File: config.mk
export PLATFORM = sky130hd
export DESIGN_NAME = page_mapper
export DESIGN_NICKNAME = d
export VERILOG_FILES = /design/src/rtl/pmap_pkg.sv /design/src/rtl/pmap_regfile.sv /design/src/rtl/pmap_xlate.sv /design/src/rtl/pmap_vcap.sv /design/src/rtl/page_mapper.sv
export SDC_FILE = /design/constraint.sdc
export NUM_CORES = 2
export LEC_CHECK = 0
export BUFFER_PORTS_ARGS = -buffer_cell sky130_fd_sc_hd__buf_4
export CELL_PAD_IN_SITES_DETAIL_PLACEMENT = 1
export CELL_PAD_IN_SITES_GLOBAL_PLACEMENT = 2
export CORE_UTILIZATION = 44
export CTS_BUF_LIST = sky130_fd_sc_hd__clkbuf_8
export CTS_CLUSTER_DIAMETER = 80
export DETAILED_ROUTE_END_ITERATION = 16
export HOLD_SLACK_MARGIN = 0.05
export PLACE_DENSITY_LB_ADDON = 0.1
export SYNTH_ARGS = -nofsm -noshare
export SYNTH_HDL_FRONTEND = slang
export SYNTH_SLANG_ARGS = --single-unit
File: constraint.sdc
create_clock -name clk -period 3.93 [get_ports clk]
set_clock_uncertainty 0.05 [all_clocks]
set_input_delay 0.393 -clock clk [delete_from_list [all_inputs] [get_ports clk]]
set_output_delay 0.393 -clock clk [all_outputs]
set_load 0.01 [all_outputs]
File: src/rtl/pmap_pkg.sv
package pmap_pkg;
  localparam int LA_W   = 15;
  localparam int OFS_W  = 10;
  localparam int PG_W   = LA_W - OFS_W;
  localparam int PPN_W  = 10;
  localparam int PA_W   = PPN_W + OFS_W;
  localparam int ENT_W  = 16;
  localparam int SET_W  = 2;
  localparam int NSETS  = 1 << SET_W;
  localparam int IDX_W  = SET_W + PG_W;
  localparam int DEPTH  = NSETS << PG_W;
  localparam int RP_BIT = ENT_W - 1;
  localparam int WP_BIT = ENT_W - 2;

  typedef enum logic [SET_W-1:0] {
    MAP_SYS = 2'd0,
    MAP_USR = 2'd1,
    MAP_PTA = 2'd2,
    MAP_PTB = 2'd3
  } map_set_e;

  function automatic logic [IDX_W-1:0] f_index(input logic [SET_W-1:0] s,
                                              input logic [PG_W-1:0] pg);
    return {s, pg};
  endfunction

  function automatic logic [PA_W-1:0] f_phys(input logic [PPN_W-1:0] ppn,
                                            input logic [OFS_W-1:0] ofs);
    return {ppn, ofs};
  endfunction

  function automatic logic [ENT_W-1:0] f_viol_word(input logic [SET_W-1:0] s,
                                                  input logic [PG_W-1:0] pg,
                                                  input logic wr);
    logic [ENT_W-1:0] w;
    w = '0;
    w[ENT_W-1] = 1'b1;
    w[8] = wr;
    w[PG_W+SET_W-1:PG_W] = s;
    w[PG_W-1:0] = pg;
    return w;
  endfunction
endpackage

File: src/rtl/pmap_regfile.sv
module pmap_regfile
  import pmap_pkg::*;
#(
  parameter int W = ENT_W,
  parameter int N = DEPTH,
  parameter int AW = $clog2(N)
) (
  input  logic          clk,
  input  logic          rst_n,
  input  logic          we,
  input  logic [AW-1:0] widx,
  input  logic [W-1:0]  wdata,
  input  logic [AW-1:0] ridx,
  output logic [W-1:0]  rdata
);
  logic [W-1:0] regs [N];

  always_ff @(posedge clk) begin
    if (!rst_n) begin
      for (int i = 0; i < N; i++) regs[i] <= '0;
    end else if (we) begin
      regs[widx] <= wdata;
    end
  end

  assign rdata = regs[ridx];
endmodule

File: src/rtl/pmap_xlate.sv
module pmap_xlate
  import pmap_pkg::*;
(
  input  logic             map_en,
  input  logic             cur_user,
  input  logic             force_en,
  input  logic [SET_W-1:0] force_set,
  input  logic [LA_W-1:0]  log_addr,
  input  logic [ENT_W-1:0] entry,
  output logic [IDX_W-1:0] ridx,
  output logic [SET_W-1:0] act_set,
  output logic [PG_W-1:0]  page,
  output logic [PA_W-1:0]  phys_addr,
  output logic             rd_prot,
  output logic             wr_prot
);
  logic unused_rsvd;

  assign page    = log_addr[LA_W-1:OFS_W];
  assign act_set = force_en ? force_set : (cur_user ? MAP_USR : MAP_SYS);
  assign ridx    = f_index(act_set, page);

  always_comb begin
    if (map_en) phys_addr = f_phys(entry[PPN_W-1:0], log_addr[OFS_W-1:0]);
    else        phys_addr = {{(PA_W-LA_W){1'b0}}, log_addr};
  end

  assign rd_prot     = map_en & entry[RP_BIT];
  assign wr_prot     = map_en & entry[WP_BIT];
  assign unused_rsvd = ^entry[WP_BIT-1:PPN_W];
endmodule

File: src/rtl/pmap_vcap.sv
module pmap_vcap
  import pmap_pkg::*;
(
  input  logic             clk,
  input  logic             rst_n,
  input  logic             hit,
  input  logic [SET_W-1:0] set_in,
  input  logic [PG_W-1:0]  page_in,
  input  logic             wr_in,
  output logic [ENT_W-1:0] viol_reg
);
  always_ff @(posedge clk) begin
    if (!rst_n)   viol_reg <= '0;
    else if (hit) viol_reg <= f_viol_word(set_in, page_in, wr_in);
  end
endmodule

File: src/rtl/page_mapper.sv
module page_mapper
  import pmap_pkg::*;
(
  input  logic             clk,
  input  logic             rst_n,
  input  logic             map_en,
  input  logic             cur_user,
  input  logic             force_en,
  input  logic [SET_W-1:0] force_set,
  input  logic             acc_valid,
  input  logic             acc_write,
  input  logic [LA_W-1:0]  log_addr,
  output logic [PA_W-1:0]  phys_addr,
  output logic             viol,
  output logic [ENT_W-1:0] viol_reg,
  input  logic             cfg_we,
  input  logic [IDX_W-1:0] cfg_idx,
  input  logic [ENT_W-1:0] cfg_wdata
);
  logic [IDX_W-1:0] ridx;
  logic [ENT_W-1:0] entry;
  logic [SET_W-1:0] act_set;
  logic [PG_W-1:0]  page;
  logic             rd_prot, wr_prot;
  logic             hit_rd, hit_wr;

  pmap_regfile #(.W(ENT_W), .N(DEPTH), .AW(IDX_W)) u_rf (
    .clk(clk), .rst_n(rst_n), .we(cfg_we), .widx(cfg_idx), .wdata(cfg_wdata),
    .ridx(ridx), .rdata(entry)
  );

  pmap_xlate u_xl (
    .map_en(map_en), .cur_user(cur_user), .force_en(force_en),
    .force_set(force_set), .log_addr(log_addr), .entry(entry), .ridx(ridx),
    .act_set(act_set), .page(page), .phys_addr(phys_addr),
    .rd_prot(rd_prot), .wr_prot(wr_prot)
  );

  assign hit_rd = acc_valid & ~acc_write & rd_prot;
  assign hit_wr = acc_valid &  acc_write & wr_prot;
  assign viol   = hit_rd | hit_wr;

  pmap_vcap u_vc (
    .clk(clk), .rst_n(rst_n), .hit(viol), .set_in(act_set), .page_in(page),
    .wr_in(acc_write), .viol_reg(viol_reg)
  );
endmodule

==> flow_summary.ini <==
[run_status]
status = finished, violations left
violations = setup timing

[worst_setup_path]
setup.worst_path.start_class = register
path_max_fanout = 1
critPathCaptureType = primary output
cp.arrival_ns = 3.69
crit_required_ns = 3.49
crit_path_frequent_cell = mux4_2
critPathKind = register to primary output
path_cells = mux4_2 -> mux4_2 -> mux4_2 -> nand3_2 -> o211ai_1 -> buf_4
max_stage_delay_ns = 0.59
slowest_stage = mux4_2

[power_and_ir_drop]
p_switching_mw = 9.06
ir_worst_vdd_uv = 357
p_leak_nw = 28.5
combPwrFrac_pct = 9.2
p_int_mw = 27.5
clkPwrFrac_pct = 38.4
seq_power_share_pct = 52.5
powerDensity_nw_per_um2 = 450
swShare_pct = 24.8

[global_route]
grt_usage_pct = 26.7
met1_usage_pct = 38.1
overflow = 0
grt_use_met2_pct = 42.4
grt_pass1_wl_um = 307000
top_usage_layer = met2
use_met3_pct = 4.18
antenna_found_initial = 14
grt_pass1_vias = 41972
grt_max_degree = 146

[run]
maxCapViolCount = 0

[synth]
yosysSeqAreaShare_pct = 65.1
synth_edf_count = 1536
yosysWarnings = 0
synth.cell_area_um2 = 71200
ys_async_sr_fraction_pct = 0
yosysUniqueCellTypes = 39
synthTopCellsByArea = edfxtp_1 65%, mux4_2 15%, and2_1 14%, clkbuf_1 2.1%, o21ai_0 0.89%
synth_top_area_share_pct = 64.8
syn_inst = 4570
yosys.area.top_type = edfxtp_1
ys_seq_elements = 1545
avgSynthCellArea_um2 = 15.6
ys.flop_type = edfxtp_1

[detailed_routing]
first_pass_iters = 6
drc = 0
viasPerCell = 5.60
wl_per_cell_um = 30.0
totalWireLength_um = 216000
ant_nets = 0
vias = 40212
drt-initial-drc-count = 3523

[timing]
rsz0062_at_grt = yes
report.final.slew_viol_count = 0
max_freq_mhz = 242
finalSetupTns_ns = -0.443
period_share_pct = 105
fin_ws_ns = -0.204
setup_violations = 4
tightest_slew_ns = 1.41
hold_viol_final = 0
relSlewSlack_pct = 5.82
period_minus_slack_ns = 4.13

[finish]
stdcell_area_um2 = 81200
fill_cells = 15285
final_core_util_pct = 50.6
seq_area_um2 = 46300
final_common_cell = and2_1
largest_reg_flops = 1536
layout.nets = 4877
area_delta_synth_final_pct = 14.1
layout.cells.non_filler = 7184
multi_input_area_um2 = 23100
final_cell_mix = 1,540 x and2_1, 1,536 x edfxtp_1, 463 x mux4_2
drive_gt1_share_pct = 25.1

[worst_hold_path]
hold_class = primary input to register

[clocking]
cts_inserted_buffers = 293
cts.sinks = 1545
path_clk_slew_ns = 0.06
htreeDepth = 5
cts_max_path_buffers = 4
tritoncts = done
root_buffer = clkbuf_8
clk_latency_ns = 1.02

[floorplan]
fp-row-count = 147
core_area_um2 = 161000
io_pins = 85
dieArea_um2 = 163000
die_w_um = 404
die_h_um = 404
start_util_pct = 44.3

[place]
place_area_um2 = 75800
dp_cells = 6668
hpwlAfterDp_um = 137000
gp_congestion = 0.809
io_buffers = 53
-- critical path: cells and delay by family, from the launching register on --
kind            cells  cell delay [ns]
buf+inv             1             0.24
mux                 3             1.73
simple gates        1             0.11
compound gates      1             0.25
flops               1             0.36
-- cells by family after synthesis --
family / Yosys count / synth area share, %
mux: 514 / 15.4
compound gates: 176 / 1.37
flops: 1545 / 65.1
other cells: 1 / 0.00527
buf+inv: 499 / 2.86
simple gates: 1835 / 15.3
-- layout make-up --
cell class | count | area share, %
Antenna cell | 11 | 0.0339
Clock buffer | 297 | 5.03
Clock inverter | 182 | 1.04
Inverter | 3 | 0.0139
Multi-Input combinational cell | 2532 | 28.4
Sequential cell | 1545 | 57.0
Tap cell | 2160 | 3.33
Timing Repair Buffer | 454 | 5.16
-- synth_stat cells (all sizes together) (2+ instances only) --
master / number
inv: 3
or3b: 2
a21boi: 7
nand4: 13
and3: 3
o21ai: 127
nand3: 34
nand2b: 2
nor2: 139
a21oi: 9
nor3: 6
or3: 3
mux2i: 50
a31oi: 6
nand3b: 3
dfxtp: 9
or2: 7
and2: 1541
edfxtp: 1536
o211ai: 4
nor2b: 7
mux4: 463
a22oi: 22
buf: 98
clkbuf: 398
nand2: 72
-- power groups by stage --
stage	clock [mW]	sequential, mW	combinational, mW
after floorplan	0	19.4	1.75
after global placement	0	19.5	3.29
after detailed placement	0	19.5	3.31
after CTS	14.4	19.2	3.36
after global routing	15.0	19.2	3.48
final	14.0	19.2	3.35
-- metrics by stage --
stage	setup WS, ns	power [mW]	hold slack, ns
after floorplan	0.733	21.1	0.429
after global placement	0.0252	22.7	0.398
after detailed placement	0.00733	22.8	0.406
after CTS	-0.307	36.9	0.0509
after global routing	-0.296	37.7	0.0575
final	-0.204	36.5	0.0700
-- metal layers --
layer	vias up	routed length [um]
li1	17288	-
met1	21313	94200
met2	1288	102000
met3	321	13500
met4	2	5600
met5	-	17
-- worst paths after layout --
check | from | slack [ns] | cells past startpoint | to
worst max-delay path | u_rf.regs[103][0] | -0.20 | 6 | phys_addr[10]
worst min-delay path | rst_n | 0.07 | 3 | u_rf.regs[30][5]
worst max register to register | u_rf.regs[127][14] | 0.49 | 10 | u_vc.viol_reg[8]
worst min register to register | u_vc.viol_reg[6] | 0.41 | 2 | u_vc.viol_reg[6]
-- repair_timing --
action,in CTS,in global routing
pin swaps,10,10
gates resized for setup,25,22
setup endpoints to repair,11,11
hold buffers,25,0
hold endpoints to repair,220,0
setup buffers,1,0
(Power assumes the default switching activity.)
